==> src/rtl/slg_pkg.sv <==
package slg_pkg;
    localparam int unsigned SLG_LINES = 80;

    typedef enum logic [0:0] {
        ST_IDLE = 1'b0,
        ST_SCAN = 1'b1
    } slg_state_e;
endpackage

==> src/rtl/slg_origin.sv <==
module slg_origin #(
    parameter int unsigned LINES = 80,
    parameter int unsigned AW    = $clog2(LINES)
) (
    input  logic [AW-1:0] sl,
    input  logic [AW-1:0] mux,
    input  logic          mirror,
    output logic [AW-1:0] origin
);
    localparam logic [AW-1:0] LAST  = AW'(LINES - 1);
    localparam logic [AW:0]   MODV  = (AW+1)'(LINES);

    logic [AW-1:0] sl_c;
    logic [AW-1:0] mux_c;
    logic [AW:0]   sum;

    always_comb begin
        sl_c  = (sl  > LAST) ? LAST : sl;
        mux_c = (mux > LAST) ? LAST : mux;
        sum   = {1'b0, sl_c} + {1'b0, mux_c};
        if (mirror) begin
            origin = (sum >= MODV) ? AW'(sum - MODV) : AW'(sum);
        end else begin
            origin = sl_c;
        end
    end
endmodule

==> src/rtl/slg_step.sv <==
module slg_step #(
    parameter int unsigned LINES = 80,
    parameter int unsigned AW    = $clog2(LINES)
) (
    input  logic [AW-1:0] cur,
    input  logic          down,
    output logic [AW-1:0] nxt
);
    localparam logic [AW-1:0] LAST = AW'(LINES - 1);

    always_comb begin
        if (down) begin
            nxt = (cur == '0) ? LAST : cur - AW'(1);
        end else begin
            nxt = (cur >= LAST) ? '0 : cur + AW'(1);
        end
    end
endmodule

==> src/rtl/scan_line_gen.sv <==
module scan_line_gen #(
    parameter int unsigned LINES = slg_pkg::SLG_LINES,
    parameter int unsigned AW    = $clog2(LINES)
) (
    input  logic          clk,
    input  logic          rst_n,
    input  logic          field_start,
    input  logic          line_adv,
    input  logic [AW-1:0] start_line,
    input  logic          row_mirror,
    input  logic [AW-1:0] mux_ratio,
    output logic [AW-1:0] line_addr,
    output logic          scan_active
);
    import slg_pkg::*;

    localparam logic [AW-1:0] LAST = AW'(LINES - 1);

    slg_state_e    state_q, state_d;
    logic [AW-1:0] addr_q;
    logic          down_q;
    logic [AW-1:0] origin;
    logic [AW-1:0] stepped;

    slg_origin #(.LINES(LINES), .AW(AW)) u_origin (
        .sl     (start_line),
        .mux    (mux_ratio),
        .mirror (row_mirror),
        .origin (origin)
    );

    slg_step #(.LINES(LINES), .AW(AW)) u_step (
        .cur  (addr_q),
        .down (down_q),
        .nxt  (stepped)
    );

    // next state: T_ARM / T_RESTART / T_STEP / T_HOLD
    always_comb begin
        state_d = state_q;
        unique case (state_q)
            ST_IDLE: state_d = field_start ? ST_SCAN : ST_IDLE;
            ST_SCAN: state_d = ST_SCAN;
            default: state_d = ST_IDLE;
        endcase
    end

    // state register
    always_ff @(posedge clk or negedge rst_n) begin
        if (!rst_n) state_q <= ST_IDLE;
        else        state_q <= state_d;
    end

    // output process
    always_ff @(posedge clk or negedge rst_n) begin
        if (!rst_n) begin
            addr_q <= '0;
            down_q <= 1'b0;
        end else begin
            unique case (state_q)
                ST_IDLE: begin
                    if (field_start) begin
                        addr_q <= origin;
                        down_q <= row_mirror;
                    end
                end
                ST_SCAN: begin
                    if (field_start) begin
                        addr_q <= origin;
                        down_q <= row_mirror;
                    end else if (line_adv) begin
                        addr_q <= stepped;
                    end
                end
                default: begin
                    addr_q <= '0;
                end
            endcase
        end
    end

    assign line_addr   = addr_q;
    assign scan_active = (state_q == ST_SCAN);

    assert_addr_range_R2: assert property (@(posedge clk) disable iff (!rst_n)
        line_addr <= LAST);

    assert_idle_zero_R1: assert property (@(posedge clk) disable iff (!rst_n)
        !scan_active |-> line_addr == '0);

    assert_plain_origin_R3: assert property (@(posedge clk) disable iff (!rst_n)
        (field_start && !row_mirror && start_line <= LAST) |=> line_addr == $past(start_line));

    assert_step_up_R4: assert property (@(posedge clk) disable iff (!rst_n)
        (scan_active && line_adv && !field_start && !down_q) |=>
        line_addr == (($past(line_addr) == LAST) ? '0 : $past(line_addr) + AW'(1)));

    assert_step_down_R6: assert property (@(posedge clk) disable iff (!rst_n)
        (scan_active && line_adv && !field_start && down_q) |=>
        line_addr == (($past(line_addr) == '0) ? LAST : $past(line_addr) - AW'(1)));

    assert_dir_held_R7: assert property (@(posedge clk) disable iff (!rst_n)
        !field_start |=> $stable(down_q));

    assert_no_pulse_hold_R10: assert property (@(posedge clk) disable iff (!rst_n)
        (!field_start && !line_adv) |=> $stable(line_addr));
endmodule

==> config.mk <==
export PLATFORM = sky130hd
export DESIGN_NAME = scan_line_gen
export DESIGN_NICKNAME = d
export VERILOG_FILES = /design/src/rtl/slg_pkg.sv /design/src/rtl/slg_origin.sv /design/src/rtl/slg_step.sv /design/src/rtl/scan_line_gen.sv
export SDC_FILE = /design/constraint.sdc
export NUM_CORES = 1
export LEC_CHECK = 0
export ABC_AREA = 0
export CORE_MARGIN = 8
export CORE_UTILIZATION = 45
export CTS_CLUSTER_DIAMETER = 200
export DETAILED_ROUTE_END_ITERATION = 8
export GPL_ROUTABILITY_DRIVEN = 1
export HOLD_SLACK_MARGIN = 0.02
export PLACE_DENSITY = 0.78
export SLEW_MARGIN = 0
export SYNTH_ARGS = -nofsm -noshare
export SYNTH_HDL_FRONTEND = slang
export SYNTH_HIERARCHICAL = 1
export SYNTH_SLANG_ARGS = --single-unit
==> constraint.sdc <==
create_clock -name clk -period 2.2 [get_ports clk]
set_clock_uncertainty 0.2 [all_clocks]
set_input_delay 0.22 -clock clk [delete_from_list [all_inputs] [get_ports clk]]
set_output_delay 0.22 -clock clk [all_outputs]
set_load 0.02 [all_outputs]
==> reports/metrics.yaml <==
critical_path:
  slowest_delay_ns: 0.40
  start_kind: "primary input"
  crit_top_cell: "a31oi_1"
  crit_chain: "buf_6 -> o21ai_4 -> nand2b_4 -> ha_4 -> fa_2 -> a211oi_4 -> nor2_2 -> xnor2_2 -> ha_2 -> inv_2 -> a31oi_1 -> a31oi_1 -> a21oi_1 -> mux2i_1 -> nand2_1 -> o311ai_2"
  critical_path_class: "primary input to flop"
  path_delay_family: "compound AO/OA/AOI/OAI gates"
  critPathSlowestCell: "fa_2"
  crit_buf_inv: 2
  arrival_ns: 3.01
  worst_ep_required_time_ns: 2.16
  worstSetupEndpointType: "flop"
  critPathMaxFanout: 4
floorplanning:
  die_w_um: 73.4
  dieArea_um2: 5380
  core_um2: 3260
  start_util_pct: 45.4
  die_h_um: 73.4
  num_io_pins: 27
  rows: 21
cells_and_area:
  diodes: 0
  syn2layout_area_growth_pct: 66.9
  postLayoutCoreUtil_pct: 75.8
  nNetsFinal: 304
  layout-drive-gt1-share_pct: 43.4
  fill_cells: 215
  regArea_um2: 225
  multi_input_area_um2: 1320
  stdcell_count: 318
clock_tree:
  cts_root_buffer: "clkbuf_4"
  clk_pin_slew_ns: 0.06
  htreeDepth: 1
  cts_tree: "built"
  clock_sinks: 9
  hold_buffers: 0
  clock_path_buffers: 2
  clock_latency_ns: 0.26
  numCtsBuffers: 3
pwr:
  p_total_uw: 1360
  ir_worst_vdd_v: 0.000256
  p_leak_uw: 0.00111
  powerDensity_nw_per_um2: 552
detailed_routing:
  drt_iter0_markers: 149
  ant_nets: 0
  routed_wl_um: 5620
  drc_errors: 0
  via_count: 1856
  avgRoutedWirePerCell_um: 17.7
  viasPerCell: 5.84
  dr.pass1.iters: 4
synth:
  synth_top_family_by_area: "compound AO/OA/AOI/OAI gates"
  avgSynthCellArea_um2: 7.75
  synth_compound_area_share_pct: 29.9
  ys_seq_elements: 9
  syn_inst: 191
  synth_xor_area_share_pct: 1.18
  synth-adder-area-share_pct: 10.7
  synth_top_flop_cell: "dfrtp_1"
  netlist_area_um2: 1480
  synth_edf_count: 0
  synthMuxAreaShare_pct: 4.40
  syn_nets: 222
  yosys.area_share.simple_pct: 29.4
  async_reset_ff_share_pct: 100
  synth_seq_area_share_pct: 15.2
  yosysWarnings: 6
  synth.distinct_cells: 59
flow_run:
  cap_violations: 0
sta:
  relSlewSlack_pct: 58.8
  hold_viol_final: 0
  min_period_over_period_pct: 138
  tightest_slew_ns: 0.616
  setup_ws_ns: -0.845
  max_freq_mhz: 328
  setup_viol: 5
  hold_ws_ns: 0.0617
  slew_violations: 0
  rsz0062_at_grt: "yes"
  fin_crit_ns: 3.05
global_route:
  grt_overflow: 0
  antenna_found_initial: 0
  grt_max_degree: 21
  track_usage_pct: 19.1
  first_global_vias: 1773
  grt_first_pass_wirelength_um: 8150
place:
  gp_congestion: 0.877
  place_hpwl_um: 3140
  dp_cells: 289
  io_buffers: 26
status:
  status: "complete, but fails checks"
  violations: "negative setup slack"
min_path:
  hp-class: "primary input to async pin"
-- cell type report --
cell class	count	share of cell area [%]
Tap cell	46	2.33
Multi-Input combinational cell	153	53.3
Clock buffer	4	1.06
Sequential cell	9	9.11
Inverter	16	2.43
Timing Repair Buffer	90	31.7
-- per-stage QoR --
stage               cell area, µm²  TNS, ns  setup slack [ns]
finish                        2470    -2.79            -0.845
global route                  2470    -3.25            -0.939
CTS                           2370    -2.67            -0.701
detailed placement            2050    -4.88             -1.31
global placement              2050    -4.60             -1.24
floorplan                     1520    -1.70            -0.683
-- cell usage in the layout (no fill, tap or decap), drive strengths merged, types with 2 or more instances in the layout --
cell type and n:
mux2 4, xnor2 2, a211o 2, clkdlybuf4s50 15, a21boi 2, buf 68, nand2b 9, a21oi 11
and2 3, or2 5, a211oi 2, nand4 2, nor3 2, mux2i 2, a21o 2, ha 11
nand2 15, a31oi 7, o211ai 2, clkbuf 5, o21a 3, and3 2, a32oi 2, a311oi 2
o21ai 8, nor2b 5, dfrtp 9, inv 16, nor2 15, a22oi 2, nand3 3, nand4b 7
dlygate4sd2 4, o311ai 7
-- logic make-up after synthesis --
family,count (synthesis)
AND/OR/NAND/NOR,75
AO/OA/AOI/OAI,58
buffers and inverters,29
adder cells (fa/ha/maj),12
flip-flops,9
multiplexers,6
XOR/XNOR,2
-- synth_stat cells (all sizes together), types with 4 or more instances --
| cell type | n | area [µm²] |
|---|---|---|
| a21oi | 11 | 55.1 |
| a31oi | 7 | 43.8 |
| buf | 7 | 52.5 |
| clkbuf | 6 | 23.8 |
| dfrtp | 9 | 225 |
| ha | 11 | 138 |
| inv | 16 | 60.1 |
| mux2 | 4 | 45.0 |
| nand2 | 15 | 56.3 |
| nand2b | 9 | 56.3 |
| nand4b | 7 | 61.3 |
| nor2 | 15 | 56.3 |
| nor2b | 5 | 31.3 |
| o21ai | 8 | 40.0 |
| o311ai | 7 | 83.8 |
| or2 | 5 | 33.8 |
-- state kept, by name (all words and copies together) (netlist names) --
register / flops
down_q: 1
line_addr: 7
scan_active: 1
-- metal layers --
metal | wire [µm] | track usage [%] | vias up | share of wire [%]
met5 | 0 | 0 | - | 0
met1 | 2200 | 19.8 | 907 | 39
met2 | 3010 | 36.8 | 71 | 54
met3 | 275 | 2.32 | 13 | 4.9
li1 | - | - | 865 | -
met4 | 137 | 8.65 | 0 | 2.4
-- worst paths after layout --
kind	depth (start not counted)	slack (ns)	to	from
max	16	-0.85	line_addr[5]	start_line[4]
min	1	0.06	line_addr[2]	rst_n
max reg2reg	7	0.07	line_addr[6]	line_addr[0]
min reg2reg	2	0.43	line_addr[1]	line_addr[1]
max in group asynchronous	1	1.44	line_addr[5]	rst_n
min in group clk	7	0.42	line_addr[0]	mux_ratio[4]
-- what timing repair did --
item	in CTS	in global routing
gates resized for setup	50	24
setup buffers	25	10
pin swaps	20	19
setup endpoints to repair	5	5
-- power by group --
group,switching (µW),leakage [µW],internal (µW)
logic,486,0.000991,519
registers,34.3,0.000105,195
clock network,59.2,0.0000150,70.0
total,580,0.00111,785
Note: power is estimated with default switching activity, not from simulation.
